File: src/rtl/tout_pkg.sv
package tout_pkg;

   typedef enum logic [1:0] {
      LIM_NONE  = 2'd0,
      LIM_SHORT = 2'd1,
      LIM_LONG  = 2'd2
   } lim_e;

   typedef struct packed {
      logic toggle;
      lim_e lim;
   } tout_cfg_t;

   // strap pair {a,b} -> behaviour
   function automatic tout_cfg_t decode_straps(input logic a, input logic b);
      tout_cfg_t c;
      unique case ({a, b})
         2'b00:   begin c.toggle = 1'b0; c.lim = LIM_NONE;  end
         2'b01:   begin c.toggle = 1'b0; c.lim = LIM_SHORT; end
         2'b10:   begin c.toggle = 1'b0; c.lim = LIM_LONG;  end
         default: begin c.toggle = 1'b1; c.lim = LIM_SHORT; end
      endcase
      return c;
   endfunction

endpackage

File: src/rtl/tout_strap_capture.sv
module tout_strap_capture
   import tout_pkg::*;
(
   input  logic      clk,
   input  logic      rst_n,
   input  logic      strap_a_i,
   input  logic      strap_b_i,
   output tout_cfg_t cfg_o,
   output logic      cfg_done_o
);

   tout_cfg_t cfg_q;
   logic      done_q;

   always_ff @(posedge clk) begin
      if (!rst_n) begin
         done_q <= 1'b0;
         cfg_q  <= '{toggle: 1'b0, lim: LIM_NONE};
      end else if (!done_q) begin
         done_q <= 1'b1;
         cfg_q  <= decode_straps(strap_a_i, strap_b_i);
      end
   end

   assign cfg_o      = cfg_q;
   assign cfg_done_o = done_q;

endmodule

File: src/rtl/tout_prescaler.sv
module tout_prescaler #(
   parameter int TICK_DIV = 10_000_000
) (
   input  logic clk,
   input  logic rst_n,
   input  logic run_i,
   output logic tick_o
);

   localparam int  CW       = (TICK_DIV > 1) ? $clog2(TICK_DIV) : 1;
   localparam bit  IS_POW2  = ((TICK_DIV & (TICK_DIV - 1)) == 0);

   logic [CW-1:0] cnt_q;

   generate
      if (TICK_DIV < 2) begin : g_bad_div
         $error("tout_prescaler: TICK_DIV must be at least 2");
      end

      if (IS_POW2) begin : g_pow2
         assign tick_o = run_i & (&cnt_q);
         always_ff @(posedge clk) begin
            if (!rst_n || !run_i) cnt_q <= '0;
            else                  cnt_q <= cnt_q + 1'b1;
         end
      end else begin : g_cmp
         assign tick_o = run_i & (cnt_q == CW'(TICK_DIV - 1));
         always_ff @(posedge clk) begin
            if (!rst_n || !run_i) cnt_q <= '0;
            else if (tick_o)      cnt_q <= '0;
            else                  cnt_q <= cnt_q + 1'b1;
         end
      end
   endgenerate

endmodule

File: src/rtl/tout_on_timer.sv
module tout_on_timer
   import tout_pkg::*;
#(
   parameter int TICK_DIV  = 10_000_000,
   parameter int SHORT_SEC = 10,
   parameter int LONG_SEC  = 60
) (
   input  logic clk,
   input  logic rst_n,
   input  logic run_i,
   input  lim_e lim_i,
   output logic expire_o
);

   localparam int SW = $clog2(LONG_SEC + 1);

   logic          tick;
   logic [SW-1:0] sec_q;
   logic [SW-1:0] last_sec;

   generate
      if (SHORT_SEC < 1 || LONG_SEC < SHORT_SEC) begin : g_bad_sec
         $error("tout_on_timer: need 1 <= SHORT_SEC <= LONG_SEC");
      end
   endgenerate

   tout_prescaler #(.TICK_DIV(TICK_DIV)) presc_i (
      .clk    (clk),
      .rst_n  (rst_n),
      .run_i  (run_i),
      .tick_o (tick)
   );

   assign last_sec = (lim_i == LIM_LONG) ? SW'(LONG_SEC - 1) : SW'(SHORT_SEC - 1);

   always_ff @(posedge clk) begin
      if (!rst_n || !run_i) sec_q <= '0;
      else if (tick)        sec_q <= sec_q + 1'b1;
   end

   assign expire_o = run_i & tick & (lim_i != LIM_NONE) & (sec_q == last_sec);

endmodule

File: src/rtl/tout_out_ctrl.sv
module tout_out_ctrl (
   input  logic clk,
   input  logic rst_n,
   input  logic en_i,
   input  logic toggle_i,
   input  logic touch_i,
   input  logic expire_i,
   output logic out_o,
   output logic timeout_o,
   output logic blk_o
);

   logic touch_q, out_q, to_q, blk_q;
   logic rise, out_d;

   assign rise = touch_i & ~touch_q;

   always_comb begin
      if (!en_i || expire_i)  out_d = 1'b0;
      else if (toggle_i)      out_d = (rise & ~blk_q) ? ~out_q : out_q;
      else                    out_d = touch_i & ~blk_q;
   end

   always_ff @(posedge clk) begin
      if (!rst_n) begin
         touch_q <= 1'b0;
         out_q   <= 1'b0;
         to_q    <= 1'b0;
         blk_q   <= 1'b0;
      end else begin
         touch_q <= touch_i;
         out_q   <= out_d;
         to_q    <= expire_i;
         blk_q   <= touch_i & (blk_q | expire_i);
      end
   end

   assign out_o     = out_q;
   assign timeout_o = to_q;
   assign blk_o     = blk_q;

endmodule

File: src/rtl/touch_out_timer.sv
module touch_out_timer
   import tout_pkg::*;
#(
   parameter int TICK_DIV  = 10_000_000,
   parameter int SHORT_SEC = 10,
   parameter int LONG_SEC  = 60
) (
   input  logic clk,
   input  logic rst_n,
   input  logic strap_a_i,
   input  logic strap_b_i,
   input  logic touch_i,
   output logic out_o,
   output logic timeout_o
);

   tout_cfg_t cfg;
   logic      cfg_done;
   logic      expire;
   logic      blk;

   tout_strap_capture cap_i (
      .clk        (clk),
      .rst_n      (rst_n),
      .strap_a_i  (strap_a_i),
      .strap_b_i  (strap_b_i),
      .cfg_o      (cfg),
      .cfg_done_o (cfg_done)
   );

   tout_on_timer #(
      .TICK_DIV  (TICK_DIV),
      .SHORT_SEC (SHORT_SEC),
      .LONG_SEC  (LONG_SEC)
   ) tmr_i (
      .clk      (clk),
      .rst_n    (rst_n),
      .run_i    (out_o),
      .lim_i    (cfg.lim),
      .expire_o (expire)
   );

   tout_out_ctrl ctl_i (
      .clk       (clk),
      .rst_n     (rst_n),
      .en_i      (cfg_done),
      .toggle_i  (cfg.toggle),
      .touch_i   (touch_i),
      .expire_i  (expire),
      .out_o     (out_o),
      .timeout_o (timeout_o),
      .blk_o     (blk)
   );

endmodule

File: config.mk
export PLATFORM = sky130hd
export DESIGN_NAME = touch_out_timer
export DESIGN_NICKNAME = d
export VERILOG_FILES = /design/src/rtl/tout_pkg.sv /design/src/rtl/tout_strap_capture.sv /design/src/rtl/tout_prescaler.sv /design/src/rtl/tout_on_timer.sv /design/src/rtl/tout_out_ctrl.sv /design/src/rtl/touch_out_timer.sv
export SDC_FILE = /design/constraint.sdc
export NUM_CORES = 1
export LEC_CHECK = 0
export ABC_AREA = 0
export BUFFER_PORTS_ARGS = -buffer_cell sky130_fd_sc_hd__buf_2
export CORE_MARGIN = 3
export CORE_UTILIZATION = 29
export CTS_BUF_LIST = sky130_fd_sc_hd__clkbuf_8
export CTS_CLUSTER_SIZE = 20
export DETAILED_ROUTE_END_ITERATION = 12
export SLEW_MARGIN = 40
export SYNTH_ARGS = -nofsm -noshare
export SYNTH_HDL_FRONTEND = slang
export SYNTH_HIERARCHICAL = 1
export SYNTH_SLANG_ARGS = --single-unit
export TNS_END_PERCENT = 1
File: constraint.sdc
create_clock -name clk -period 2.4 [get_ports clk]
set_clock_uncertainty 0.2 [all_clocks]
set_input_delay 0.12 -clock clk [delete_from_list [all_inputs] [get_ports clk]]
set_output_delay 0.12 -clock clk [all_outputs]
set_load 0.01 [all_outputs]
==> metrics.md <==
| Metric | Value |
|---|---|
| Final hold violation count | 0 |
| Die area | roughly 6600 µm² |
| # nets final | 212 |
| Final slew viol count | 0 |
| Yosys cell types | 36 |
| Maximum clock path buffer count | 2 |
| Worst Tran Pin Value | around 0.33 ns |
| Input/output buffers | 6 |
| CP required | approximately 2.4 ns |
| Mapped Cells | roughly 180 |
| Worst-Skew Late Latency | 0.29 ns |
| Final Power | 1180 µW |
| Wirelength per Cell | approximately 12 µm |
| Pwr Density | ~590 nW/µm² |
| # Max-Cap Violations | 0 |
| Setup WS post-layout | 0.155 ns |
| Multi-input gate area | approximately 860 µm² |
| Remaining antenna violation count | 0 |
| Crit-path max FO | 7 |
| Rel. slew slack | 77.5% |
| Largest family of logic cells by synthesized area | simple AND/OR/NAND/NOR gates |
| Reg area | around 760 µm² |
| EDFF count, synth | 0 |
| Top-level I/O count | 7 |
| Clock transition at path regs | 0.07 ns |
| DR vias | between 1000 and 1500 |
| Adder-cell area share of the yosys netlist | ~1.5% |
| Final setup vio count | 0 |
| Synth Area in Compound Gates | 9.13% |
| Clock sinks | 38 |
| Core area | 5300 µm² |
| Via density | ~4.8 |
| CTS Buf Count | 5 |
| Filler cells | 524 |
| First-pass GRT wire length | between 5 and 6 mm |
| Min Tclk post-route | roughly 2.2 ns |
| Hold slack | between 0.2 and 0.3 ns |
| Pre-CTS WS | about 0.2 ns |
| Starting Density | between 30 and 40% |
| Mux cell area share after synthesis | between 1.5 and 2% |
| Setup Buffers After CTS | 0 |
| WL final | 3.24 mm |
| Flops & latches, synth | 38 |
| Startpoint type of the worst setup path | register |
| Worst min path class | reg -> reg |
| Outcome | completed |
| Final GP Congestion | roughly 0.85 |
| Antenna Cells | 0 |
| Post-synthesis xor/xnor area fraction | between 10% and 20% |
| Worst Path Class, Setup | reg -> reg |
| Critical Path End Type | register |
| Simple-Gate Fraction of Synth Area | roughly 28% |
| Initial drt markers | 65 |
| Netlist Area Pre-Place | roughly 1600 µm² |
| GR Overflow Total | 0 |
| Design Area, Final | 1990 µm² |
| Average cell area after synthesis | roughly 9 µm² |
| Net Count, Synth | ~190 |
| Largest net degree at the start of global routing | 16 |
| YS warnings | 6 |
| DP HPWL | 2.22 mm |
| Total global-route track usage | 10.9% |
| Synthesis-to-layout area growth | 21.2% |
| FMAX | roughly 0.45 GHz |
| Drt first pass iters | 4 |
| Antenna violations before repair | 0 |
| # H-tree levels | 2 |
| Sequential fraction of the synthesis area | a little under half |
| DRC viols | 0 |
| Final period util | approximately 94% |
| Die W | just over 80 µm |
| Most frequent cells in the layout | dfxtp_1 (38), nor2_1 (25), xnor2_1 (13) |
| Commonest non-fill, non-tap cell in the layout | dfxtp_1 |
| Post-synth ARST share | 0% |
| Leakage | ~0.00064 µW |
| CTS root buf | clkbuf_8 |
| Vias in the first global route | 1283 |
| Primary FF master, synth | dfxtp_1 |
| Worst vdd ir | ~280 µV |
| Placed Area | about 1800 µm² |
| Layout cells sized above 1 | ~16% |
| CTS tree | yes |
| Row cnt | 26 |
| DIE HEIGHT | a little over 80 µm |
| Data arrival time of the worst path | between 2 and 2.5 ns |
[power by group]
part           internal (µW)  switching (µW)
logic                   16.4            16.1
registers                636            4.52
clock network            290             218
total                    942             238
[what timing repair did]
item | in CTS | in global routing
setup endpoints to repair | 0 | 4
endpoints found under the hold margin | 8 | 0
hold buffers | 5 | 0
resized for setup | 0 | 4
[path summary, 6_finish.rpt]
check | startpoint | to | slack (ns) | cells after the start
worst max-delay path | tmr_i/presc_i/cnt_q[19] | tmr_i/sec_q[5] | 0.15 | 7
worst min-delay path | tmr_i/presc_i/cnt_q[0] | tmr_i/presc_i/cnt_q[0] | 0.27 | 1
worst max register to register | tmr_i/presc_i/cnt_q[19] | tmr_i/sec_q[5] | 0.15 | 7
worst min register to register | tmr_i/presc_i/cnt_q[0] | tmr_i/presc_i/cnt_q[0] | 0.27 | 1
[sequential cells by signal, summed over array words and instances (netlist names)]
signal and flops:
cap_i/cfg_o 3, cap_i/cfg_done_o 1, ctl_i/timeout_o 1, ctl_i/blk_o 1, ctl_i/touch_q 1, tmr_i/sec_q 6
tmr_i/presc_i/cnt_q 24, ctl_i/out_o 1
[synthesized netlist by cell type (3+ instances only)]
master    instances  area, µm²
or4_1             3       22.5
nor2_1           25       93.8
nor3_1            5       25.0
nand3_1           8       40.0
or3_1             6       37.5
a21oi_1           7       35.0
clkbuf_1          4       15.0
o21ai_0           5       25.0
nor4_1            7       43.8
dfxtp_1          38        761
nand4_1           9       56.3
inv_1             7       26.3
mux2i_1           3       30.0
nand2_1          12       45.0
xor2_1            6       52.6
xnor2_1          13        114
[critical path, stage by stage, from the launching register on]
cell     delay, ns
dfxtp_1       0.41
nand4_1       0.10
or3_1         0.37
nor4_2        0.27
buf_4         0.21
nand4_2       0.11
or3_1         0.36
a21oi_1       0.13
[final cells by class]
class / instances / area share (%)
flip-flops and latches: 38 / 38.2
multi-input cells: 133 / 43.2
well taps: 70 / 4.39
repair buffers: 20 / 7.41
clock buffers: 8 / 5.52
inverters: 7 / 1.32
[through the flow]
stage,instances,setup TNS (ns),util [%]
3_5_place_dp,263,0,34.1
4_1_cts,276,0,37.1
5_1_grt,276,-0.0218,37.6
6_report,276,0,37.6
2_1_floorplan,184,0,-
3_3_place_gp,263,0,34.1
[per-layer routing]
| metal | GRT usage [%] | wire length (µm) | vias up |
|---|---|---|---|
| met4 | 4.22 | 47 | 0 |
| met3 | 3.55 | 141 | 6 |
| li1 | - | - | 693 |
| met5 | 0 | 0 | - |
| met2 | 17.1 | 1450 | 26 |
| met1 | 13.9 | 1600 | 610 |
[cells by family (layout without fill, tap and decap cells)]
family | Yosys count | count (layout)
and+or+nand+nor | 87 | 87
DFF | 38 | 38
AOI/OAI and AO/OA | 22 | 22
xor gates and xnor gates | 19 | 19
buffers and inverters | 13 | 35
muxes | 3 | 3
adders and majority gates | 2 | 2
Note: power is estimated with default switching activity, not from simulation.
